==> src/rtl/disp_pkg.sv <==
package disp_pkg;
    localparam int OPND_W  = 8;
    localparam int SUM_W   = OPND_W + 1;
    localparam int NIB_W   = 4;
    localparam int SEG_W   = 7;
    localparam int SW_W    = 2 * OPND_W + 2;
    localparam int DEC_DIG = 4;
    localparam int NUM_DIG = 2 * (OPND_W / NIB_W) + DEC_DIG;

    typedef logic [SEG_W-1:0] seg_t;
    typedef logic [NIB_W-1:0] nib_t;
endpackage

==> src/rtl/glyph_rom.sv <==
module glyph_rom
    import disp_pkg::*;
(
    input  nib_t nib_i,
    output seg_t seg_o
);
    // active low, bit6 = g ... bit0 = a
    always_comb begin
        unique case (nib_i)
            4'h0: seg_o = 7'h40;
            4'h1: seg_o = 7'h79;
            4'h2: seg_o = 7'h24;
            4'h3: seg_o = 7'h30;
            4'h4: seg_o = 7'h19;
            4'h5: seg_o = 7'h12;
            4'h6: seg_o = 7'h02;
            4'h7: seg_o = 7'h78;
            4'h8: seg_o = 7'h00;
            4'h9: seg_o = 7'h10;
            4'hA: seg_o = 7'h08;
            4'hB: seg_o = 7'h03;
            4'hC: seg_o = 7'h46;
            4'hD: seg_o = 7'h21;
            4'hE: seg_o = 7'h06;
            default: seg_o = 7'h0E;
        endcase
    end
endmodule

==> src/rtl/bcd_shift_add3.sv <==
module bcd_shift_add3 #(
    parameter int IN_W   = 9,
    parameter int DIGITS = 4
) (
    input  logic [IN_W-1:0]     bin_i,
    output logic [DIGITS*4-1:0] bcd_o
);
    localparam int BCD_W = DIGITS * 4;

    logic [BCD_W-1:0] acc;

    // Shift-and-add-3: before each shift, any digit >= 5 is corrected by +3.
    always_comb begin
        acc = '0;
        for (int bit_idx = IN_W - 1; bit_idx >= 0; bit_idx--) begin
            for (int d = 0; d < DIGITS; d++) begin
                if (acc[d*4 +: 4] >= 4'd5) begin
                    acc[d*4 +: 4] = acc[d*4 +: 4] + 4'd3;
                end
            end
            acc = {acc[BCD_W-2:0], bin_i[bit_idx]};
        end
        bcd_o = acc;
    end
endmodule

==> src/rtl/switch_sum_display.sv <==
module switch_sum_display
    import disp_pkg::*;
(
    input  logic [17:0] sw_i,
    output logic [6:0]  digit7_o,
    output logic [6:0]  digit6_o,
    output logic [6:0]  digit5_o,
    output logic [6:0]  digit4_o,
    output logic [6:0]  digit3_o,
    output logic [6:0]  digit2_o,
    output logic [6:0]  digit1_o,
    output logic [6:0]  digit0_o
);
    localparam int A_LSB = OPND_W + 1;

    logic [OPND_W-1:0]        opnd_a;
    logic [OPND_W-1:0]        opnd_b;
    logic [SUM_W-1:0]         sum;
    logic [DEC_DIG*NIB_W-1:0] sum_bcd;
    nib_t [NUM_DIG-1:0]       nib;
    seg_t [NUM_DIG-1:0]       seg;

    // sw_i[17] and sw_i[8] are deliberately unused
    assign opnd_a = sw_i[A_LSB +: OPND_W];
    assign opnd_b = sw_i[0 +: OPND_W];
    assign sum    = {1'b0, opnd_a} + {1'b0, opnd_b};

    bcd_shift_add3 #(
        .IN_W  (SUM_W),
        .DIGITS(DEC_DIG)
    ) u_bcd (
        .bin_i(sum),
        .bcd_o(sum_bcd)
    );

    assign nib[7] = opnd_a[7:4];
    assign nib[6] = opnd_a[3:0];
    assign nib[5] = opnd_b[7:4];
    assign nib[4] = opnd_b[3:0];

    genvar g;
    generate
        for (g = 0; g < DEC_DIG; g++) begin : g_dec
            assign nib[g] = sum_bcd[g*NIB_W +: NIB_W];
        end
        for (g = 0; g < NUM_DIG; g++) begin : g_glyph
            glyph_rom u_glyph (
                .nib_i(nib[g]),
                .seg_o(seg[g])
            );
        end
    endgenerate

    assign digit7_o = seg[7];
    assign digit6_o = seg[6];
    assign digit5_o = seg[5];
    assign digit4_o = seg[4];
    assign digit3_o = seg[3];
    assign digit2_o = seg[2];
    assign digit1_o = seg[1];
    assign digit0_o = seg[0];
endmodule

==> config.mk <==
export PLATFORM = sky130hd
export DESIGN_NAME = switch_sum_display
export DESIGN_NICKNAME = d
export VERILOG_FILES = /design/src/rtl/disp_pkg.sv /design/src/rtl/glyph_rom.sv /design/src/rtl/bcd_shift_add3.sv /design/src/rtl/switch_sum_display.sv
export SDC_FILE = /design/constraint.sdc
export NUM_CORES = 1
export LEC_CHECK = 0
export BUFFER_PORTS_ARGS = -buffer_cell sky130_fd_sc_hd__buf_2
export CAP_MARGIN = 10
export CORE_MARGIN = 3
export CORE_UTILIZATION = 40
export DETAILED_ROUTE_END_ITERATION = 10
export PLACE_DENSITY = 0.68
export SETUP_SLACK_MARGIN = 0.4
export SLEW_MARGIN = 10
export SYNTH_ARGS = -nofsm -noshare
export SYNTH_HDL_FRONTEND = slang
export SYNTH_SLANG_ARGS = --single-unit
==> constraint.sdc <==
create_clock -name vclk -period 27.7
set_input_delay 2.77 -clock vclk [all_inputs]
set_output_delay 2.77 -clock vclk [all_outputs]
set_load 0.02 [all_outputs]
[Word-level counts from Yosys, hierarchy flattened]
Memory sizes are Yosys's and may differ from the RTL's.
Index checks and enable logic that the tools add are counted.
Cells by class
  magnitude comparators: 9
  add/sub/neg operators: 10
  muxes and demuxes: 9
Operators with widths (number)
  2-to-1 mux 4 bit: 9
  adder 4 x 2 -> 4 bit, second input constant: 7
  greater-or-equal comparator 4 x 3 -> 1 bit, second input constant: 7
  adder 8 x 8 -> 9 bit: 1
  adder 3 x 2 -> 4 bit, second input constant: 2
  greater-or-equal comparator 3 bit, second input constant: 2
Storage, ports and cells
  output and inout port bits: 56
  word-level logic and storage cells: 36
  bits in registers: 0
  ROM bits: 896
  memories: 8
Memory list
  (no name shown): words 16, width 7, read ports 1, clocked after memory_dff 0, wr ports 0, line glyph_rom.sv:9  | unique case (nib_i)
  (no name shown): words 16, width 7, read ports 1, clocked after memory_dff 0, wr ports 0, line glyph_rom.sv:9
  (no name shown): words 16, width 7, read ports 1, clocked after memory_dff 0, wr ports 0, line glyph_rom.sv:9
  (no name shown): words 16, width 7, read ports 1, clocked after memory_dff 0, wr ports 0, line glyph_rom.sv:9
  (no name shown): words 16, width 7, read ports 1, clocked after memory_dff 0, wr ports 0, line glyph_rom.sv:9
  (no name shown): words 16, width 7, read ports 1, clocked after memory_dff 0, wr ports 0, line glyph_rom.sv:9
  +2 memories

[Depth between registers and ports, before layout]
Gate-level depths: netlist of the first run.
An unclocked memory read counts as a cell.
  word-level depth: 14
  mapped depth: 41
  depth with buffers taken out: 40

[Modules after synthesis]
Synthesis of the first run repeated with hierarchy kept, for this count alone.
Unflattened totals
  cell total of the unflattened synthesis: 546
  area total of the unflattened synthesis: 4171.5 um^2
Modules (own cells, without submodules)
  glyph_rom: cells each 32, sequential area each 0.0 um^2, instances 8, area an instance 275.3 um^2
  bcd_shift_add3: cells each 248, sequential area each 0.0 um^2, instances 1, area an instance 1645.3 um^2
  switch_sum_display: cells each 42, sequential area each 0.0 um^2, instances 1, area an instance 324.1 um^2

[Worst setup path before layout of the first run]
Ideal clock, no wire load.
  path kind: input -> output
  from: input port sw_i[0]
  to: output port digit1_o[0]
  stages: 40
  required time: 24.930 ns
  slack: 14.406 ns
  arrival: 10.524 ns
  buffers on the path: 1
  cell sequence: ha_1 fa_1 a21o_1 a221oi_4 xnor2_2 ha_1 inv_1 o2111ai_1 a21o_2 and2_1 ha_1 nand2b_1 o211a_1 nor3_1 nor2_1 inv_1 ha_1 nor2b_1 [... 4 more ...] inv_1 ha_1 nand2b_1 and3_1 or2_1 a21boi_1 xnor2_1 ha_1 nand2b_1 a21o_1 a221o_1 o2bb2ai_2 o21ai_1 xor2_1 inv_1 ha_1 or3_1 o221a_1
Between the ends
  word-level cells in the longest chain between the ends: 14
RTL lines
  start, declared: line switch_sum_display.sv:4  | input logic [17:0] sw_i,
  adder 8 x 8 -> 9 bit *: line switch_sum_display.sv:26  | assign sum = {1'b0, opnd_a} + {1'b0, opnd_b};
  adder 3 x 2 -> 4 bit or greater-or-equal comparator 3 bit (tied branches): line bcd_shift_add3.sv:18, bcd_shift_add3.sv:17
  2-to-1 mux 4 bit: line bcd_shift_add3.sv:17  | if (acc[d*4 +: 4] >= 4'd5) begin
  adder 4 x 2 -> 4 bit or greater-or-equal comparator 4 x 3 -> 1 bit (tied branches): line bcd_shift_add3.sv:18, bcd_shift_add3.sv:17
  2-to-1 mux 4 bit: line bcd_shift_add3.sv:17
  adder 4 x 2 -> 4 bit or greater-or-equal comparator 4 x 3 -> 1 bit (tied branches): line bcd_shift_add3.sv:18, bcd_shift_add3.sv:17
  2-to-1 mux 4 bit: line bcd_shift_add3.sv:17
  adder 4 x 2 -> 4 bit, or another cell as far along: line bcd_shift_add3.sv:18  | acc[d*4 +: 4] = acc[d*4 +: 4] + 4'd3;
  2-to-1 mux 4 bit: line bcd_shift_add3.sv:17
  adder 4 x 2 -> 4 bit or greater-or-equal comparator 4 x 3 -> 1 bit (tied branches): line bcd_shift_add3.sv:18, bcd_shift_add3.sv:17
  2-to-1 mux 4 bit: line bcd_shift_add3.sv:17
  adder 4 x 2 -> 4 bit or greater-or-equal comparator 4 x 3 -> 1 bit (tied branches): line bcd_shift_add3.sv:18, bcd_shift_add3.sv:17
  2-to-1 mux 4 bit: line bcd_shift_add3.sv:17
  memory (16 x 7 bit) *
  end, declared: line switch_sum_display.sv:11  | output logic [6:0] digit1_o,
Mark *: on every way between the ends. The rest lies on a longest branch, timed or not.

[Worst setup path in the final report of the first run]
Ends and elaborated chain as after synthesis.

==> results of run 1 <==
## Yosys cell counts, types with 3 or more instances
cell and count:
a211oi_1 3, a21o_1 5, a21oi_1 20, a22o_1 7, a31oi_1 4, a32o_1 3, and2_1 5, and3_1 4
buf_1 3, buf_4 7, buf_6 3, clkbuf_1 4, ha_1 57, inv_1 37, mux2_2 6, mux2i_1 32
mux4_2 4, nand2_1 27, nand2b_1 8, nand3_1 15, nand4_1 3, nor2_1 40, nor2b_1 5, nor3_1 4
o211a_1 3, o211ai_1 7, o211ai_2 3, o21ai_0 21, o21ai_1 5, o21bai_1 4, o22ai_1 8, o31ai_1 3
or3_1 6, xnor2_1 9, xor2_1 3
## worst min-delay path: stages
cell	delay, ns
buf_2	0.13
a22o_1	0.13
buf_2	0.15
## layout by cell type (no fill, tap or decap), types with 6 or more instances in the layout
cell and n:
a21oi_1 20, a22o_1 7, buf_2 65, conb_1 7
ha_1 57, inv_1 37, mux2_2 6, mux2i_1 32
nand2_1 27, nand2b_1 8, nand3_1 15, nor2_1 40
o211ai_1 7, o21ai_0 21, o22ai_1 8, or3_1 6
xnor2_1 9
## per-stage QoR
step           setup WS [ns]  hold WS [ns]  cells  utilization
6_report               13.07          5.95    596        0.470
5_1_grt                12.38          5.98    596        0.470
4_1_cts                13.12          5.95    596        0.470
3_5_place_dp           13.16          5.94    596        0.470
3_3_place_gp           13.28          5.95    596        0.470
2_1_floorplan          14.41          5.70    447            -
## metal layers
metal  vias up  track usage
li1       1727            -
met2        65        0.250
met1      1559        0.191
met4         0      0.00426
met5         -            0
met3         2      0.00286
## path summary, 6_finish.rpt
| kind | from | endpoint | slack (ns) | cells past startpoint |
|---|---|---|---|---|
| max | sw_i[0] | digit1_o[0] | 13.07 | 41 |
| min | sw_i[11] | digit6_o[2] | 5.95 | 3 |
## logic make-up (layout without fill, tap and decap cells)
kind of cell	after synthesis	count (layout)	synth area share
compound gates	129	129	0.287
xor+xnor	14	14	0.0406
fa+ha+maj	58	58	0.216
buf+inv	57	104	0.0779
mux	49	49	0.171
other cells	2	7	0.00221
simple gates	133	133	0.204
## area by class of cell
| class | count | area (µm²) |
|---|---|---|
| well taps | 102 | 128 |
| repair buffers | 65 | 325 |
| inverters | 39 | 146 |
| multi-input cells | 390 | 3150 |
| fillers | 792 | 4220 |
==> impl_metrics.py, run 1 <==
metrics = {
    "die": {
        "die_height_um": 98.1,
        "die-area_mm2": 0.00962,
        "die_width_um": 98.1,
        "start_util": 0.426,
        "core_area_mm2": 0.00797,
        "rows": 32,
        "num_io_pins": 74,
    },
    "sta": {
        "slew_viol_final": 0,
        "setup_viol": 0,
        "relSlewSlack": 0.397,
        "grt_setup_unrepaired": "false",
        "worst_slew_pin_slew_ns": 0.879,
        "period_minus_slack_ns": 14.63,
        "hold_viol": 0,
        "fmax_ghz": 0.0684,
        "setup_tns_ns": 0,
        "fin_crit_sh": 0.528,
    },
    "clock_tree": {
        "post_cts_buffers": 0,
        "cts.repair.resized": 0,
        "postCtsHoldBufs": 0,
    },
    "placement": {
        "dpl_cell_area_mm2": 0.00374,
        "portBuffers": 65,
        "dpl.hpwl_um": 5960,
        "place.gp.congestion": 0.859,
    },
    "cells_and_area": {
        "drive_above_1_share": 0.221,
        "area_growth_pct": 10.4,
        "seq_cells": 0,
        "seq_area_um2": 0,
        "antennaDiodeCount": 0,
        "final_area_mm2": 0.00374,
        "clock_buffers": 0,
        "final_nets": 572,
    },
    "logic_synthesis": {
        "netlist_instances": 442,
        "synthTopCellsByArea": "ha_1, mux2i_1, nor2_1, inv_1, o21ai_0",
        "synth_top_area_cell": "ha_1",
        "synth_top_area_frac": 0.210,
        "ys_seq_area_frac": 0,
        "synth_cell_types": 82,
        "yosys_warnings": 0,
        "avgSynthCellArea_um2": 7.67,
        "synth_area_mm2": 0.00339,
    },
    "route": {
        "drt-vias-per-instance": 5.63,
        "wl_met2_um": 3410,
        "wl_met1_um": 3610,
        "wl_per_cell_um": 12.3,
        "vias": 3353,
        "antenna_left": 0,
        "wl_met3_um": 261,
        "drt-initial-drc-count": 138,
        "drc": 0,
        "dr.pass1.iters": 4,
        "topRoutingLayerUsed": "met4",
        "postRouteWirelength_um": 7300,
    },
    "hold_path": {
        "hp-class": "input port to output pin",
    },
    "worst_setup_path": {
        "cpMaxStageDelayCell": "or3_1",
        "crit_fanout": 8,
        "critPathMaxStageDelay_ns": 0.48,
        "cp.arrival_ns": 11.86,
        "cp_top_family": "compound AO/OA/AOI/OAI gates",
        "crit_required_ns": 24.93,
        "crit_buf_inv": 6,
        "critPathKind": "input port to output pin",
        "cp-start-kind": "input port",
        "worstSetupEndpointType": "output pin",
        "critPathMostFrequentCell": "ha_1",
    },
    "global_route": {
        "grt_pass1_wl_um": 12200,
        "grt_max_degree": 16,
        "antenna_found_initial": 0,
        "grt_pass1_vias": 2861,
        "grt_usage": 0.138,
        "grt_overflow_total": 0,
    },
    "run": {
        "cap_violations": 0,
    },
    "status": {
        "outcome": "finished, final reports clean",
    },
}
Power of run 1 is left out: the tool's default activity adds up to more than one toggle a clock period on the data nets, which glitch-free logic cannot reach.
==> inputs of run 2 (changes only) <==
==> constraint.sdc (replaced) <==
create_clock -name vclk -period 14.4
set_input_delay 1.44 -clock vclk [all_inputs]
set_output_delay 1.44 -clock vclk [all_outputs]
set_load 0.02 [all_outputs]
==> run 2 against run 1 <==
  * Worst setup slack got worse by 11 ns
  * Die area unchanged
  * Via count rose by 0.24%
  * Critical path depth unchanged
  * Sequential share of layout area is the same
  * Clock-buffer cell count unchanged
  * Utilization is the same
  * Routed wire length rose by 3.8%
  * Flip-flop and latch count did not move
  * Design area stayed put
  * First-iteration DRC count is 1.4% higher
==> impl_metrics.py, run 2 (synthesis results as in run 1) <==
metrics = {
    "run": {
        "cap_violations": 0,
    },
    "die": {
        "die_width_um": 98.1,
        "die_height_um": 98.1,
        "start_util": 0.426,
        "num_io_pins": 74,
        "die-area_mm2": 0.00962,
        "rows": 32,
        "core_area_mm2": 0.00797,
    },
    "global_route": {
        "met2_usage": 0.272,
        "grt_pass1_vias": 3078,
        "grt.busiest_layer": "met2",
        "antenna_found_initial": 0,
        "grt_overflow_total": 0,
        "grt_pass1_wl_um": 13200,
        "grt_max_degree": 16,
        "use_met1": 0.203,
        "grt_usage": 0.148,
        "use_met3": 0.00429,
    },
    "cells_and_area": {
        "seq_area_um2": 0,
        "seq_cells": 0,
        "antennaDiodeCount": 0,
        "fillers": 801,
        "area_growth_pct": 10.4,
        "layout.cells.most_common_list": "buf_2, ha_1, nor2_1",
        "clock_buffers": 0,
        "final_cells": 596,
        "final_nets": 572,
        "drive_above_1_share": 0.221,
        "final_common_cell": "buf_2",
    },
    "route": {
        "dr.pass1.iters": 4,
        "antenna_left": 0,
        "drt-initial-drc-count": 140,
        "drt-vias-per-instance": 5.64,
        "drc": 0,
        "postRouteWirelength_um": 7580,
        "vias": 3361,
        "wl_per_cell_um": 12.7,
    },
    "sta": {
        "layout_setup_ws_ns": 2.29,
        "slew_viol_final": 0,
        "setup_tns_ns": 0,
        "worst_slew_pin_slew_ns": 0.846,
        "hold_viol": 0,
        "period_minus_slack_ns": 12.11,
        "relSlewSlack": 0.420,
        "grt_setup_unrepaired": "false",
        "fmax_ghz": 0.0826,
        "setup_viol": 0,
        "fin_crit_sh": 0.841,
    },
    "placement": {
        "portBuffers": 65,
        "dp_slack_ns": 2.41,
        "place.gp.congestion": 0.827,
        "dpl.cell_count": 596,
        "dpl.hpwl_um": 6110,
    },
    "hold_path": {
        "hp-class": "input port to output pin",
        "hold_path_depth": 3,
    },
    "clock_tree": {
        "post_cts_buffers": 0,
        "cts.repair.resized": 0,
        "postCtsHoldBufs": 0,
    },
    "worst_setup_path": {
        "critPathMaxStageDelay_ns": 0.49,
        "worstSetupEndpointType": "output pin",
        "cp-start-kind": "input port",
        "cpMaxStageDelayCell": "or3_1",
        "crit_fanout": 8,
        "critPathKind": "input port to output pin",
        "crit_required_ns": 12.96,
        "cp_top_family": "compound AO/OA/AOI/OAI gates",
        "critPathMostFrequentCell": "ha_1",
        "crit_buf_inv": 6,
        "cp.arrival_ns": 10.67,
        "cp.depth": 41,
    },
    "status": {
        "outcome": "finished, final reports clean",
    },
}
run 2: cell counts in the layout (fill, tap and decap cells not counted):
No cell type changed its count.
run 2: routing by layer:
layer,routed length [µm],share of wire,up-vias
li1,-,-,1729
met1,3730,0.49,1565
met2,3600,0.48,65
met3,242,0.032,2
met4,2,0.00026,0
met5,0,0,-
run 2: worst paths after layout:
| kind | start | to | slack, ns |
|---|---|---|---|
| hold / removal | sw_i[11] | digit6_o[2] | 3.29 |
| setup / recovery | sw_i[0] | digit1_o[0] | 2.29 |
run 2: layout make-up:
type	count	area, µm²	area share
inverter	39	146	0.0391
multi-input combinational	390	3150	0.840
tap	102	128	0.0341
timing repair buffer	65	325	0.0869
run 2: tightest hold or removal path, stage by stage:
cell,delay [ns]
buf_2,0.13
a22o_1,0.13
buf_2,0.15
run 2: per-stage QoR:
step / area [µm²] / hold slack [ns] / util
6_report: 3740 / 3.29 / 0.470
5_1_grt: 3740 / 3.33 / 0.470
4_1_cts: 3740 / 3.30 / 0.470
3_5_place_dp: 3740 / 3.28 / 0.470
3_3_place_gp: 3740 / 3.29 / 0.470
2_1_floorplan: 3410 / 3.04 / -
Power of run 2 is left out for the same reason.
